--- config.mk ---
export PLATFORM = sky130hd
export DESIGN_NAME = scroll_addr_regs
export DESIGN_NICKNAME = d
export VERILOG_FILES = /design/src/rtl/scroll_pkg.sv /design/src/rtl/scroll_wr_phase.sv /design/src/rtl/scroll_tmp_decode.sv /design/src/rtl/scroll_cur_sel.sv /design/src/rtl/scroll_addr_regs.sv
export SDC_FILE = /design/constraint.sdc
export NUM_CORES = 1
export LEC_CHECK = 0
export BUFFER_PORTS_ARGS = -buffer_cell sky130_fd_sc_hd__buf_2
export CORE_MARGIN = 4
export CORE_UTILIZATION = 32
export CTS_CLUSTER_DIAMETER = 30
export CTS_CLUSTER_SIZE = 16
export DETAILED_ROUTE_END_ITERATION = 8
export PLACE_DENSITY = 0.54
export RECOVER_POWER = 25
export SLEW_MARGIN = 15
export SYNTH_ARGS = -nofsm -noshare
export SYNTH_HDL_FRONTEND = slang
export SYNTH_HIERARCHICAL = 1
export SYNTH_SLANG_ARGS = --single-unit
--- constraint.sdc ---
create_clock -name clk -period 2.6 [get_ports clk]
set_clock_uncertainty 0.2 [all_clocks]
set_input_delay 0.52 -clock clk [delete_from_list [all_inputs] [get_ports clk]]
set_output_delay 0.52 -clock clk [all_outputs]
set_load 0.05 [all_outputs]
--- src/rtl/scroll_pkg.sv ---
package scroll_pkg;
    localparam int VA_W = 15;
    localparam logic [VA_W-1:0] H_MASK = 15'h041F;

    typedef enum logic [1:0] {
        PORT_CTRL   = 2'b00,
        PORT_SCROLL = 2'b01,
        PORT_ADDR   = 2'b10,
        PORT_NONE   = 2'b11
    } port_e;

    typedef enum logic {
        WR_FIRST  = 1'b0,
        WR_SECOND = 1'b1
    } wphase_e;
endpackage

--- src/rtl/scroll_wr_phase.sv ---
module scroll_wr_phase
    import scroll_pkg::*;
(
    input  logic clk,
    input  logic rst_n,
    input  logic flip,
    input  logic clear,
    output logic second
);
    wphase_e state_q, state_d;

    always_ff @(posedge clk) begin
        if (!rst_n) state_q <= WR_FIRST;
        else        state_q <= state_d;
    end

    always_comb begin
        state_d = state_q;
        unique case (state_q)
            WR_FIRST:  if (clear) state_d = WR_FIRST;  else if (flip) state_d = WR_SECOND;
            WR_SECOND: if (clear || flip) state_d = WR_FIRST;
            default:   state_d = WR_FIRST;
        endcase
    end

    always_comb begin
        second = (state_q == WR_SECOND);
    end

    p_flip_r7: assert property (@(posedge clk) disable iff (!rst_n)
        (flip && !clear) |=> (second != $past(second)));
    p_clear_r7: assert property (@(posedge clk) disable iff (!rst_n)
        clear |=> !second);
endmodule

--- src/rtl/scroll_tmp_decode.sv ---
module scroll_tmp_decode
    import scroll_pkg::*;
(
    input  logic [VA_W-1:0] t_q,
    input  logic [2:0]      x_q,
    input  logic            second,
    input  logic            wr_en,
    input  port_e           sel,
    input  logic [7:0]      data,
    output logic [VA_W-1:0] t_nxt,
    output logic [2:0]      x_nxt,
    output logic            v_load,
    output logic            phase_flip
);
    always_comb begin
        t_nxt      = t_q;
        x_nxt      = x_q;
        v_load     = 1'b0;
        phase_flip = 1'b0;
        if (wr_en) begin
            unique case (sel)
                PORT_CTRL: t_nxt[11:10] = data[1:0];
                PORT_SCROLL: begin
                    phase_flip = 1'b1;
                    if (!second) begin
                        t_nxt[4:0] = data[7:3];
                        x_nxt      = data[2:0];
                    end else begin
                        t_nxt[9:5]   = data[7:3];
                        t_nxt[14:12] = data[2:0];
                    end
                end
                PORT_ADDR: begin
                    phase_flip = 1'b1;
                    if (!second) begin
                        t_nxt[13:8] = data[5:0];
                        t_nxt[14]   = 1'b0;
                    end else begin
                        t_nxt[7:0] = data;
                        v_load     = 1'b1;
                    end
                end
                PORT_NONE: ;
                default: ;
            endcase
        end
    end
endmodule

--- src/rtl/scroll_cur_sel.sv ---
module scroll_cur_sel
    import scroll_pkg::*;
#(
    parameter int DOT_W     = 9,
    parameter int HCOPY_DOT = 256,
    parameter int VCOPY_DOT = 304
) (
    input  logic [VA_W-1:0]  v_q,
    input  logic [VA_W-1:0]  t_nxt,
    input  logic             v_load,
    input  logic [DOT_W-1:0] dot,
    input  logic             prerender,
    input  logic             render_en,
    output logic [VA_W-1:0]  v_nxt
);
    localparam logic [DOT_W-1:0] H_DOT = DOT_W'(HCOPY_DOT);
    localparam logic [DOT_W-1:0] V_DOT = DOT_W'(VCOPY_DOT);

    logic             h_copy, f_copy;
    logic [VA_W-1:0]  v_wr;

    always_comb begin
        h_copy = render_en && (dot == H_DOT);
        f_copy = render_en && prerender && (dot == V_DOT);
        v_wr   = v_load ? t_nxt : v_q;
        if (f_copy)      v_nxt = t_nxt;
        else if (h_copy) v_nxt = (v_wr & ~H_MASK) | (t_nxt & H_MASK);
        else             v_nxt = v_wr;
    end
endmodule

--- src/rtl/scroll_addr_regs.sv ---
module scroll_addr_regs
    import scroll_pkg::*;
#(
    parameter int DOT_W     = 9,
    parameter int HCOPY_DOT = 256,
    parameter int VCOPY_DOT = 304
) (
    input  logic             clk,
    input  logic             rst_n,
    input  logic             wr_en,
    input  logic [1:0]       wr_sel,
    input  logic [7:0]       wr_data,
    input  logic             stat_rd,
    input  logic [DOT_W-1:0] dot,
    input  logic             prerender,
    input  logic             render_en,
    output logic [15:0]      cur_addr,
    output logic [15:0]      tmp_addr,
    output logic [2:0]       fine_x,
    output logic             write_phase
);
    localparam logic [DOT_W-1:0] H_DOT = DOT_W'(HCOPY_DOT);
    localparam logic [DOT_W-1:0] V_DOT = DOT_W'(VCOPY_DOT);

    logic [VA_W-1:0] v_q, t_q, t_nxt, v_nxt;
    logic [2:0]      x_q, x_nxt;
    logic            v_load, phase_flip, second;

    scroll_wr_phase u_phase (
        .clk    (clk),
        .rst_n  (rst_n),
        .flip   (phase_flip),
        .clear  (stat_rd),
        .second (second)
    );

    scroll_tmp_decode u_dec (
        .t_q        (t_q),
        .x_q        (x_q),
        .second     (second),
        .wr_en      (wr_en),
        .sel        (port_e'(wr_sel)),
        .data       (wr_data),
        .t_nxt      (t_nxt),
        .x_nxt      (x_nxt),
        .v_load     (v_load),
        .phase_flip (phase_flip)
    );

    scroll_cur_sel #(
        .DOT_W     (DOT_W),
        .HCOPY_DOT (HCOPY_DOT),
        .VCOPY_DOT (VCOPY_DOT)
    ) u_cur (
        .v_q       (v_q),
        .t_nxt     (t_nxt),
        .v_load    (v_load),
        .dot       (dot),
        .prerender (prerender),
        .render_en (render_en),
        .v_nxt     (v_nxt)
    );

    always_ff @(posedge clk) begin
        if (!rst_n) begin
            v_q <= '0;
            t_q <= '0;
            x_q <= '0;
        end else begin
            v_q <= v_nxt;
            t_q <= t_nxt;
            x_q <= x_nxt;
        end
    end

    assign cur_addr    = {1'b0, v_q};
    assign tmp_addr    = {1'b0, t_q};
    assign fine_x      = x_q;
    assign write_phase = second;

    logic addr2, hc, fc;
    assign addr2 = wr_en && (wr_sel == 2'b10) && write_phase;
    assign hc    = render_en && (dot == H_DOT);
    assign fc    = render_en && prerender && (dot == V_DOT);

    p_v_quiet_r6: assert property (@(posedge clk) disable iff (!rst_n)
        (!addr2 && !hc && !fc) |=> $stable(cur_addr));
    p_v_load_r6: assert property (@(posedge clk) disable iff (!rst_n)
        addr2 |=> (cur_addr == tmp_addr));
    p_hcopy_keep_r8: assert property (@(posedge clk) disable iff (!rst_n)
        (hc && !addr2) |=> (cur_addr[9:5] == $past(cur_addr[9:5]) &&
                            cur_addr[14:11] == $past(cur_addr[14:11])));
    p_full_copy_r9: assert property (@(posedge clk) disable iff (!rst_n)
        fc |=> (cur_addr == tmp_addr));
    p_x_hold_r3: assert property (@(posedge clk) disable iff (!rst_n)
        !(wr_en && wr_sel == 2'b01 && !write_phase) |=> $stable(fine_x));
    p_ctrl_fields_r2: assert property (@(posedge clk) disable iff (!rst_n)
        (wr_en && wr_sel == 2'b00 && !stat_rd) |=>
            (tmp_addr[9:0] == $past(tmp_addr[9:0]) &&
             tmp_addr[14:12] == $past(tmp_addr[14:12]) &&
             write_phase == $past(write_phase)));
    p_idle_t_r11: assert property (@(posedge clk) disable iff (!rst_n)
        !(wr_en && wr_sel != 2'b11) |=> $stable(tmp_addr));
endmodule

==> results.sh <==
export IMPL_required_ns=2.58
export IMPL_cts_resized=0
export IMPL_gp_congestion=0.876
export IMPL_crit_type="input pin to flop"
export IMPL_placed_area_sq_mm=0.00232
export IMPL_clock_latency_ns=0.28
export IMPL_fillers=630
export IMPL_dp_hpwl_mm=3.89
export IMPL_fin_nets=296
export IMPL_grt_first_pass_wirelength_mm=8.47
export IMPL_numPortBuffers=58
export IMPL_area_delta_synth_final_pct=23.2
export IMPL_design_area_sq_mm=0.00239
export IMPL_vias=1727
export IMPL_initial_core_util_pct=32.8
export IMPL_synth_top_area_share_pct=35.0
export IMPL_drive_gt1_share_pct=40.7
export IMPL_final_hold_viol_count=0
export IMPL_leakagePower_nw=1.05
export IMPL_cp_start_kind="input pin"
export IMPL_cts_sinks=34
export IMPL_slew_headroom_pct=59.5
export IMPL_cp_top_family="compound AO/OA/AOI/OAI gates"
export IMPL_avgRoutedWirePerCell_microns=14.9
export IMPL_fp_row_count=28
export IMPL_drtPass1Iterations=4
export IMPL_tns_ns=0
export IMPL_synth_seq_cells=34
export IMPL_grt_max_degree=35
export IMPL_dr_first_iter_drc_count=62
export IMPL_vdd_drop_max_mv=0.208
export IMPL_path_clk_slew_ns=0.07
export IMPL_outcome="completed"
export IMPL_finalSetupViolations=0
export IMPL_dieWidth_microns=86.0
export IMPL_antenna_cells=0
export IMPL_path_buf_inv=3
export IMPL_cp_cell_sequence="buf_2 > inv_1 > ha_1 > nand2_2 > a211oi_1 > buf_4 > o21ai_0 > a32oi_1 > nand3_1 > and2_2"
export IMPL_power_mw=1.10
export IMPL_yosysSeqAreaShare_pct=35.0
export IMPL_maxCapViolCount=0
export IMPL_fin_crit_ns=2.24
export IMPL_yosys_warnings=6
export IMPL_antenna_found_initial=0
export IMPL_postCtsSetupBuffers=0
export IMPL_worst_slew_pin_slew_ns=0.610
export IMPL_cts_root_buffer="clkbuf_8"
export IMPL_max_freq_ghz=0.446
export IMPL_layout_worst_path_cycle_share_pct=86.2
export IMPL_grt_pass1_vias=1737
export IMPL_power_density_mw_per_mm2=460
export IMPL_wl_mm=5.11
export IMPL_critical_path_max_stage_delay_ns=0.36
export IMPL_synth_cells=206
export IMPL_yosysUniqueCellTypes=41
export IMPL_dieArea_sq_mm=0.00739
export IMPL_ant_nets=0
export IMPL_cts_tree="yes"
export IMPL_drc=0
export IMPL_ios=61
export IMPL_grtUsageTotal_pct=14.4
export IMPL_crit_slowest_cell="ha_1"
export IMPL_grt_overflow=0
export IMPL_critPathMaxFanout=6
export IMPL_hold_path_class="input pin to flop"
export IMPL_rsz0062_at_grt="false"
export IMPL_htree_levels=2
export IMPL_multi_input_area_sq_mm=0.00115
export IMPL_drv_slew=0
export IMPL_clk_path_buf_depth=2
export IMPL_dieHeight_microns=86.0
export IMPL_yosys_top_cells_area="dfxtp_1 35%, and2_2 13%, mux2_2 6.9%, o21ai_0 4.9%, a32oi_1 4.1%"
export IMPL_netlist_area_sq_mm=0.00194
export IMPL_core_area_sq_mm=0.00592
export IMPL_postSynthAreaPerCell_sq_um=9.44
export IMPL_yosysTopAreaCell="dfxtp_1"
export IMPL_routed_via_density=5.03
export IMPL_cts_buffers=5
export IMPL_holdBufCountCts=0
export IMPL_arrival_ns=2.22
export IMPL_cp_end_kind="flop"
export IMPL_regArea_sq_um=681
## cells in the mapped netlist (all sizes together)
| cell | n |
|---|---|
| o2bb2ai | 1 |
| or2 | 1 |
| nand2 | 5 |
| o2111ai | 6 |
| xnor2 | 1 |
| o21a | 1 |
| nand4 | 2 |
| conb | 1 |
| mux2 | 12 |
| a21boi | 2 |
| nand3b | 1 |
| buf | 6 |
| nor2b | 7 |
| nor3 | 1 |
| a32oi | 9 |
| and4 | 2 |
| nand3 | 11 |
| ha | 4 |
| and4b | 2 |
| inv | 13 |
| a31oi | 1 |
| clkbuf | 5 |
| and2 | 35 |
| a211oi | 1 |
| dfxtp | 34 |
| nand2b | 3 |
| nor3b | 1 |
| nor4b | 2 |
| or4b | 2 |
| a221o | 2 |
| o21ai | 19 |
| and3 | 2 |
| and2b | 1 |
| a22oi | 9 |
| nor2 | 1 |
## sequential cells by signal, indices dropped and copies added (netlist names)
signal          count
v_q                15
fine_x              3
u_phase/second      1
t_q                15
## layer usage
metal	wire length (microns)	part of all wire [%]	global-route usage, %	vias to the layer above
li1	-	-	-	868
met1	2360	46	18.7	788
met2	2330	46	23.2	59
met3	356	7.0	3.94	12
met4	65	1.3	4.32	0
met5	0	0	0	-
## path summary, 6_finish.rpt
| kind | startpoint | to | slack (ns) | cells after the start |
|---|---|---|---|---|
| max | wr_sel[1] | v_q[2] | 0.36 | 10 |
| min | stat_rd | u_phase/second | 0.20 | 2 |
| max reg2reg | u_phase/second | v_q[8] | 0.65 | 5 |
| min reg2reg | fine_x[2] | fine_x[2] | 0.40 | 2 |
## power breakdown
group / internal, mW / leakage, nW / switching [mW]
Combinational: 0.0528 / 0.724 / 0.110
Sequential: 0.529 / 0.275 / 0.00549
Clock: 0.214 / 0.0482 / 0.191
Total: 0.795 / 1.05 / 0.306
## cell usage in the layout, fill, tap and decap left out, types with 2 or more instances in the layout
cell / synthesis / routed
or4b_2: 2 / 2
and4b_1: 2 / 2
nor2b_1: 7 / 7
conb_1: 1 / 2
and3_1: 2 / 2
clkbuf_1: 2 / 18
a32oi_1: 9 / 9
nor4b_4: 2 / 2
nand2b_1: 3 / 3
ha_1: 4 / 4
and2_1: 2 / 2
a221o_1: 2 / 2
o21ai_0: 19 / 19
nand2_1: 4 / 4
a21boi_0: 2 / 2
clkbuf_8: 0 / 6
a22oi_1: 9 / 9
buf_2: 1 / 41
and2_2: 33 / 33
o2111ai_1: 6 / 6
nand4_1: 2 / 2
dfxtp_1: 34 / 34
mux2_2: 12 / 12
buf_4: 3 / 5
inv_1: 13 / 13
nand3_1: 11 / 11
and4_1: 2 / 2
## worst reg2reg max path, cell delays in order (launching register included)
cell	delay, ns
dfxtp_1	0.46
and2b_2	0.29
nor3_2	0.28
o21ai_0	0.16
mux2_2	0.27
and2_2	0.18
## layout make-up
cell class | count | share of cell area (%)
multi-input cells | 149 | 48.2
well taps | 75 | 3.92
clock buffers | 7 | 3.61
clock inverters | 1 | 0.209
repair buffers | 64 | 13.6
inverters | 13 | 2.04
flip-flops and latches | 34 | 28.4
## metrics by stage
step,hold slack [ns],setup slack (ns),utilization [%],std cells
after floorplan,0.390,0.269,-,207
after global placement,0.377,0.0487,39.3,335
after detailed placement,0.386,0.0804,39.3,335
after CTS,0.194,0.380,40.8,343
after global routing,0.193,0.159,40.4,343
final,0.199,0.359,40.4,343
## cell families after synthesis
group | share of synthesized area, %
AND/OR/NAND/NOR | 29.7
AO/OA/AOI/OAI | 19.2
flip-flops | 35.0
buffers and inverters | 5.86
multiplexers | 6.95
adder cells (fa/ha/maj) | 2.57
other | 0.193
XOR/XNOR | 0.451
No activity file was read; power rests on OpenSTA's default activity.
